File: config.mk
export PLATFORM = sky130hd
export DESIGN_NAME = nand_ecc_gen
export DESIGN_NICKNAME = d
export VERILOG_FILES = /design/src/rtl/nand_ecc_pkg.sv /design/src/rtl/nand_ecc_ctrl.sv /design/src/rtl/nand_ecc_dpath.sv /design/src/rtl/nand_ecc_gen.sv
export SDC_FILE = /design/constraint.sdc
export NUM_CORES = 1
export LEC_CHECK = 0
export CAP_MARGIN = 15
export CELL_PAD_IN_SITES_DETAIL_PLACEMENT = 0
export CELL_PAD_IN_SITES_GLOBAL_PLACEMENT = 2
export CORE_MARGIN = 2
export CORE_UTILIZATION = 38
export CTS_CLUSTER_SIZE = 20
export DETAILED_ROUTE_END_ITERATION = 8
export DONT_BUFFER_PORTS = 1
export PLACE_DENSITY = 0.9
export SLEW_MARGIN = 40
export SYNTH_ARGS = -nofsm -noshare
export SYNTH_HDL_FRONTEND = slang
export SYNTH_SLANG_ARGS = --single-unit
File: constraint.sdc
create_clock -name clk -period 4.8 [get_ports clk]
set_clock_uncertainty 0.15 [all_clocks]
set_input_delay 0.96 -clock clk [delete_from_list [all_inputs] [get_ports clk]]
set_output_delay 0.96 -clock clk [all_outputs]
set_load 0.02 [all_outputs]
File: src/rtl/nand_ecc_pkg.sv
`timescale 1ns/100ps
package nand_ecc_pkg;
  localparam int ECC_CHUNK  = 256;
  localparam int ECC_IDX_W  = $clog2(ECC_CHUNK);
  localparam int ECC_CNT_W  = ECC_IDX_W + 1;
  localparam int ECC_DATA_W = 8;
  localparam int ECC_GRP    = $clog2(ECC_DATA_W);
  localparam int ECC_LINE_W = 2 * ECC_IDX_W;
  localparam int ECC_COLP_W = 2 * ECC_GRP;
  localparam int ECC_HALF_W = ECC_LINE_W / 2;
  localparam int ECC_CTL_W  = 3;
  localparam int ECC_RD_W   = 32;
  localparam int ECC_ADDR_W = 3;

  // control field positions
  localparam int CTL_EN  = 0;
  localparam int CTL_CLR = 1;
  localparam int CTL_POL = 2;

  typedef struct packed {
    logic                 clearAcc;
    logic                 takeByte;
    logic                 invert;
    logic [ECC_IDX_W-1:0] byteIdx;
  } eccStrobe_t;

  // bit positions of a data byte whose index has bit g set
  function automatic logic [ECC_DATA_W-1:0] groupMask(input int g);
    logic [ECC_DATA_W-1:0] m;
    for (int b = 0; b < ECC_DATA_W; b++) m[b] = ((b >> g) & 1) == 1;
    return m;
  endfunction
endpackage

File: src/rtl/nand_ecc_ctrl.sv
`timescale 1ns/100ps
module nand_ecc_ctrl
  import nand_ecc_pkg::*;
(
  input  logic                 clk,
  input  logic                 rst_n,
  input  logic                 dataValid,
  input  logic                 ctlWrEn,
  input  logic [ECC_CTL_W-1:0] ctlWrData,
  output eccStrobe_t           strobe
);
  logic                 accEnable;
  logic                 polSel;
  logic [ECC_CNT_W-1:0] byteCount;
  logic                 clearReq;
  logic                 chunkFull;
  logic                 takeReq;

  always_comb begin
    clearReq  = ctlWrEn & ctlWrData[CTL_CLR];
    chunkFull = (byteCount == ECC_CNT_W'(ECC_CHUNK));
    takeReq   = dataValid & accEnable & ~chunkFull & ~clearReq;
  end

  always_ff @(posedge clk) begin
    if (!rst_n) begin
      accEnable <= 1'b0;
      polSel    <= 1'b0;
      byteCount <= '0;
    end else begin
      if (clearReq)     byteCount <= '0;
      else if (takeReq) byteCount <= byteCount + 1'b1;
      if (ctlWrEn) begin
        accEnable <= ctlWrData[CTL_EN];
        polSel    <= ctlWrData[CTL_POL];
      end
    end
  end

  always_comb begin
    strobe.clearAcc = clearReq;
    strobe.takeByte = takeReq;
    strobe.invert   = polSel;
    strobe.byteIdx  = byteCount[ECC_IDX_W-1:0];
  end
endmodule

File: src/rtl/nand_ecc_dpath.sv
`timescale 1ns/100ps
module nand_ecc_dpath
  import nand_ecc_pkg::*;
(
  input  logic                  clk,
  input  logic                  rst_n,
  input  eccStrobe_t            strobe,
  input  logic [ECC_DATA_W-1:0] dataByte,
  input  logic [ECC_DATA_W-1:0] statusByte,
  input  logic [ECC_ADDR_W-1:0] rdAddr,
  output logic [ECC_DATA_W-1:0] lowByte,
  output logic [ECC_DATA_W-1:0] highByte,
  output logic [ECC_DATA_W-1:0] colByte,
  output logic [ECC_RD_W-1:0]   rdData
);
  localparam int PAD_W = ECC_DATA_W - ECC_COLP_W;
  localparam logic [ECC_ADDR_W-1:0] RD_PACKED = 3'd0;
  localparam logic [ECC_ADDR_W-1:0] RD_LOW    = 3'd1;
  localparam logic [ECC_ADDR_W-1:0] RD_HIGH   = 3'd2;
  localparam logic [ECC_ADDR_W-1:0] RD_COL    = 3'd3;

  logic [ECC_LINE_W-1:0] lineAcc, lineTerm, lineOut;
  logic [ECC_COLP_W-1:0] colAcc, colTerm;
  logic                  byteParity;

  assign byteParity = ^dataByte;

  for (genvar k = 0; k < ECC_IDX_W; k++) begin : g_line
    assign lineTerm[2*k+1] = byteParity &  strobe.byteIdx[k];
    assign lineTerm[2*k]   = byteParity & ~strobe.byteIdx[k];
  end

  for (genvar g = 0; g < ECC_GRP; g++) begin : g_col
    assign colTerm[2*g+1] = ^(dataByte &  groupMask(g));
    assign colTerm[2*g]   = ^(dataByte & ~groupMask(g));
  end

  always_ff @(posedge clk) begin
    if (!rst_n || strobe.clearAcc) begin
      lineAcc <= '0;
      colAcc  <= '0;
    end else if (strobe.takeByte) begin
      lineAcc <= lineAcc ^ lineTerm;
      colAcc  <= colAcc ^ colTerm;
    end
  end

  always_comb begin
    lineOut  = lineAcc ^ {ECC_LINE_W{strobe.invert}};
    lowByte  = lineOut[ECC_HALF_W-1:0];
    highByte = lineOut[ECC_LINE_W-1:ECC_HALF_W];
    colByte  = {colAcc ^ {ECC_COLP_W{strobe.invert}}, {PAD_W{1'b1}}};
  end

  always_comb begin
    case (rdAddr)
      RD_PACKED: rdData = {colByte, highByte, lowByte, statusByte};
      RD_LOW:    rdData = ECC_RD_W'(lowByte);
      RD_HIGH:   rdData = ECC_RD_W'(highByte);
      RD_COL:    rdData = ECC_RD_W'(colByte);
      default:   rdData = '0;
    endcase
  end
endmodule

File: src/rtl/nand_ecc_gen.sv
`timescale 1ns/100ps
module nand_ecc_gen
  import nand_ecc_pkg::*;
(
  input  logic                  clk,
  input  logic                  rst_n,
  input  logic                  dataValid,
  input  logic [ECC_DATA_W-1:0] dataByte,
  input  logic                  ctlWrEn,
  input  logic [ECC_CTL_W-1:0]  ctlWrData,
  input  logic [ECC_DATA_W-1:0] statusByte,
  input  logic [ECC_ADDR_W-1:0] rdAddr,
  output logic [ECC_RD_W-1:0]   rdData
);
  eccStrobe_t            strobe;
  logic [ECC_DATA_W-1:0] lowByte, highByte, colByte;

  nand_ecc_ctrl u_ctrl (
    .clk       (clk),
    .rst_n     (rst_n),
    .dataValid (dataValid),
    .ctlWrEn   (ctlWrEn),
    .ctlWrData (ctlWrData),
    .strobe    (strobe)
  );

  nand_ecc_dpath u_dpath (
    .clk        (clk),
    .rst_n      (rst_n),
    .strobe     (strobe),
    .dataByte   (dataByte),
    .statusByte (statusByte),
    .rdAddr     (rdAddr),
    .lowByte    (lowByte),
    .highByte   (highByte),
    .colByte    (colByte),
    .rdData     (rdData)
  );
endmodule

==> results of run 1 <==
[cells by family (layout without fill, tap and decap cells)]
kind of cell	count (synthesis)	count (layout)	synth area share (%)
and+or+nand+nor	112	112	23.8
xor gates and xnor gates	57	57	22.4
AOI/OAI and AO/OA	53	53	14.3
DFF	33	33	29.7
buffers and inverters	23	12	5.06
muxes	8	8	3.60
adders and majority gates	2	2	1.12
[metrics by stage]
stage / power [W] / worst slack, ns / instances
detailed placement: 0.000420 / 1.57 / 341
CTS: 0.000692 / 1.56 / 349
global placement: 0.000420 / 1.61 / 341
global route: 0.000717 / 1.47 / 349
finish: 0.000683 / 1.57 / 349
floorplan: 0.000411 / 1.58 / 288
[sequential cells by signal, summed over array words and instances (netlist names)]
signal,flops
u_dpath.lineAcc,16
u_ctrl.polSel,1
u_ctrl.byteCount,9
u_dpath.colAcc,6
u_ctrl.accEnable,1
[layer usage]
metal / wire, um / part of all wire, % / vias to the layer above
met5: 0 / 0 / -
met1: 2500 / 49 / 860
met3: 343 / 6.7 / 7
li1: - / - / 961
met4: 81 / 1.6 / 0
met2: 2190 / 43 / 51
[placed cells by master, fill, tap and decap left out]
cell,n
nand3_1,2
nand4_1,2
clkbuf_8,6
o21ai_0,13
a21oi_1,20
nand2_2,1
or2_2,1
and3_1,1
bufinv_16,1
or3_1,10
nor2_1,45
a211oi_1,2
dfxtp_4,1
nor4b_1,4
o311ai_0,2
nand2b_1,3
xor2_1,16
o31ai_1,6
o22ai_1,6
clkbuf_1,1
or4_1,6
inv_1,3
dfxtp_1,32
nor4_1,1
a22oi_1,2
xnor2_1,41
buf_4,1
nand2_1,26
and2_1,2
mux2i_1,8
nor3_1,4
a211o_2,1
a211oi_4,1
nor2b_1,4
ha_1,2
[cell type report]
cell class	count	area (um2)
inverters	3	11.3
multi-input cells	232	1460
fillers	578	3220
repair buffers	1	7.51
well taps	72	90.1
clock inverters	1	30.0
clock buffers	7	86.3
flip-flops and latches	33	664
[power breakdown]
group	switching, W	internal [W]
logic	0.0000780	0.0000451
clock network	0.000101	0.000169
registers	0.0000115	0.000278
[worst paths after layout]
kind                                            end  slack [ns]  cells past startpoint
worst max-delay path                     rdData[10]        1.57                      2
worst min-delay path            u_dpath.lineAcc[12]        0.35                      2
worst max register to register  u_dpath.lineAcc[13]        2.40                      7
worst min register to register  u_dpath.lineAcc[12]        0.35                      2
==> impl_metrics.tcl, run 1 <==
set metrics [dict create \
    grt_max_degree 34 \
    grt_pass1_vias 1671 \
    dr.first_iter.drc_count 87 \
    grt_overflow 0 \
    status "finished, final reports clean" \
    finalWirelength_um 5110 \
    post-route-period-util_pct 67.3 \
    hp-start "u_dpath.lineAcc[12]" \
    cts_hold_buffers 0 \
    rsz0062_at_grt "false" \
    clockBufferDepth 2 \
    p_per_area_nw_per_um2 290 \
    start_util_pct 39.9 \
    insertedDiodeCount 0 \
    syn_to_final_growth_pct 5.68 \
    use_met1_pct 21.5 \
    gp_congestion 0.731 \
    fp.coreArea_um2 5570 \
    synth_edf_count 0 \
    postCtsResizedCells 0 \
    p_leak_nw 0.718 \
    syn_inst 288 \
    grt_pass1_wl_um 8200 \
    syn_nets 316 \
    mappedNetlistArea_um2 2230 \
    crit_fanout 23 \
    avgSynthCellArea_um2 7.73 \
    clock-root-buffer "clkbuf_8" \
    synth_top_area_share_pct 29.7 \
    postLayoutCellArea_um2 2350 \
    synth_most_common_cell "nor2_1" \
    vdd_drop_max_v 0.000126 \
    hpwlAfterDp_um 3690 \
    dieArea_um2 6490 \
    post_cts_buffers 0 \
    relSlewSlack_pct 52.5 \
    wl_per_cell_um 14.6 \
    final_nets 304 \
    utilization_pct 42.2 \
    critPathMaxStageDelay_ns 0.67 \
    synth.distinct_cells 34 \
    end_kind "primary output" \
    ios 58 \
    cts_tree "done" \
    yosysTopAreaCell "dfxtp_1" \
    place_area_um2 2230 \
    routed_via_density 5.38 \
    critPathLaunch "rdAddr[2]" \
    slowest_stage "or3_1" \
    cp.arrival_ns 2.12 \
    use_met2_pct 25.3 \
    num_rows 27 \
    whs_ns 0.349 \
    port_buffers 0 \
    hold_class "reg -> reg" \
    path_cells "or3_1 > nor2_1" \
    cts.sinks 33 \
    die_x_um 80.5 \
    path_clk_slew_ns 0.07 \
    synth_commonest_cells "45 x nor2_1, 41 x xnor2_1, 33 x dfxtp_1" \
    synth-seq-cells 33 \
    vias 1879 \
    drive_above_1_share_pct 4.69 \
    clkLatencyLatePin_ns 0.29 \
    ctsHtreeMaxLevel 2 \
    cpLargestDelayFamily "simple AND/OR/NAND/NOR gates" \
    setup.worst_path.class "in -> out" \
    fmax_mhz 310 \
    timing.rr.start "u_ctrl.byteCount[0]" \
    fin_setup_tns_ns 0 \
    slew_violations 0 \
    drc_errors 0 \
    first_pass_iters 4 \
    synth_flop_cell "dfxtp_1" \
    synth_area_leaders "dfxtp_1 30%, xnor2_1 16%, nor2_1 7.6%" \
    die_h_um 80.5 \
    worst_pin_slew_ns 0.710 \
    yosysWarningCount 0 \
    finalCriticalPeriod_ns 3.23 \
    ys_async_sr_fraction_pct 0 \
    critPathLaunchType "primary input" \
    track_usage_pct 16.2 \
    drv_cap 0 \
    cts_buffers 5 \
    antenna_found_initial 0 \
    critPathBufInv 0 \
    met3_usage_pct 3.82 \
    setup_viol 0 \
    ant_nets 0 \
    synth_seq_area_share_pct 29.7 \
    grt_busiest_layer "met2" \
    worstPathRequired_ns 3.69 \
    hold_viol_final 0 \
]
Note: power is estimated with default switching activity, not from simulation.
==> inputs of run 2 (changes only) <==
CORE_UTILIZATION = 35   (was 38)
PLACE_DENSITY = 0.84   (was 0.9)
clock period = 3.2 ns   (was 4.8 ns; I/O delays follow)
==> impl_metrics.tcl, run 2 (same netlist as run 1, synthesis figures left out) <==
set metrics [dict create \
    holdPathStages 1 \
    clockBufferDepth 2 \
    cts_buffers 5 \
    cts_tree "done" \
    finalWirelength_um 5250 \
    largest_reg_flops 16 \
    post_cts_buffers 0 \
    ant_nets 0 \
    clkLatencyLatePin_ns 0.28 \
    r2r_cells 6 \
    p_leak_nw 0.719 \
    dr.first_iter.drc_count 111 \
    die_h_um 83.7 \
    fp.coreArea_um2 6240 \
    track_usage_pct 14.8 \
    insertedDiodeCount 0 \
    die_x_um 83.7 \
    p_per_area_nw_per_um2 403 \
    fin_setup_tns_ns 0 \
    grt_overflow 0 \
    dp_slack_ns 0.607 \
    utilization_pct 37.5 \
    syn_to_final_growth_pct 5.06 \
    hp-start "rst_n" \
    grt_max_degree 31 \
    vias 1911 \
    setup.worst_path.class "reg -> out" \
    routed_via_density 5.37 \
    final_cell_mix "45 x nor2_1, 41 x xnor2_1, 32 x dfxtp_1" \
    num_rows 29 \
    status "finished, final reports clean" \
    relSlewSlack_pct 45.8 \
    vdd_drop_max_v 0.000133 \
    post-route-period-util_pct 82.3 \
    end_kind "primary output" \
    postCtsResizedCells 0 \
    start_util_pct 35.7 \
    place_area_um2 2250 \
    drv_cap 0 \
    ios 58 \
    port_buffers 0 \
    largest_register "u_dpath.lineAcc" \
    setup_ws_ns 0.565 \
    timing.rr.start "u_ctrl.byteCount[0]" \
    gp_congestion 0.755 \
    antenna_found_initial 0 \
    fmax_mhz 379 \
    final_nets 307 \
    worst_pin_slew_ns 0.812 \
    hold_class "in -> reg" \
    path_clk_slew_ns 0.07 \
    grt_pass1_wl_um 8470 \
    worstPathRequired_ns 2.41 \
    drive_above_1_share_pct 5.02 \
    grt_pass1_vias 1711 \
    dieArea_um2 7010 \
    setup_viol 0 \
    layout_commonest_cell "nor2_1" \
    critPathLaunch "u_ctrl.polSel" \
    clock-root-buffer "clkbuf_8" \
    top_regs "u_dpath.lineAcc (16), u_ctrl.byteCount (9), u_dpath.colAcc (6)" \
    cts_hold_buffers 0 \
    first_pass_iters 4 \
    wl_per_cell_um 14.7 \
    ctsHtreeMaxLevel 2 \
    hpwlAfterDp_um 3820 \
    crit_fanout 18 \
    cp.arrival_ns 1.85 \
    finalCriticalPeriod_ns 2.64 \
    critPathLaunchType "flop" \
    drc_errors 0 \
    cts.sinks 33 \
    hold_viol_final 0 \
    slew_violations 0 \
    rsz0062_at_grt "false" \
    postLayoutCellArea_um2 2340 \
]
## run 2: final timing paths
check | to | slack [ns]
min reg2reg | u_dpath.lineAcc[14] | 0.35
max | rdData[7] | 0.56
min | u_ctrl.polSel | 0.33
max reg2reg | u_dpath.lineAcc[10] | 0.97
## run 2: layout make-up
type                    instances  area (um2)
fillers                       691        3900
clock buffers                   7        86.3
inverters                       3        11.3
multi-input cells             232        1450
well taps                      77        96.3
repair buffers                  4        30.0
flip-flops and latches         33         662
## run 2: per-layer routing
layer / vias to the layer above / part of all wire, % / GRT usage (%)
met3: 6 / 7.0 / 4.75
li1: 960 / - / -
met5: - / 0 / 0
met2: 68 / 41 / 21.9
met1: 877 / 51 / 20.2
met4: 0 / 1.2 / 5.28
## run 2: stage by stage
step	std cells	hold slack (ns)	total power, W
2_1_floorplan	288	0.314	0.000616
3_3_place_gp	349	0.322	0.000634
3_5_place_dp	349	0.336	0.000635
4_1_cts	356	0.331	0.000953
5_1_grt	356	0.332	0.000990
6_report	356	0.333	0.000942
## run 2: where the power goes
part / switching [W] / leakage [nW] / internal, W / total [W]
logic: 0.000125 / 0.408 / 0.0000697 / 0.000195
clock network: 0.000146 / 0.0443 / 0.000171 / 0.000317
registers: 0.0000127 / 0.267 / 0.000418 / 0.000430
## run 2: worst max-delay path, stage by stage (launching register included)
cell     delay, ns
dfxtp_2       0.64
buf_4         0.36
xnor2_1       0.15
a21oi_1       0.09
nor2_1        0.31
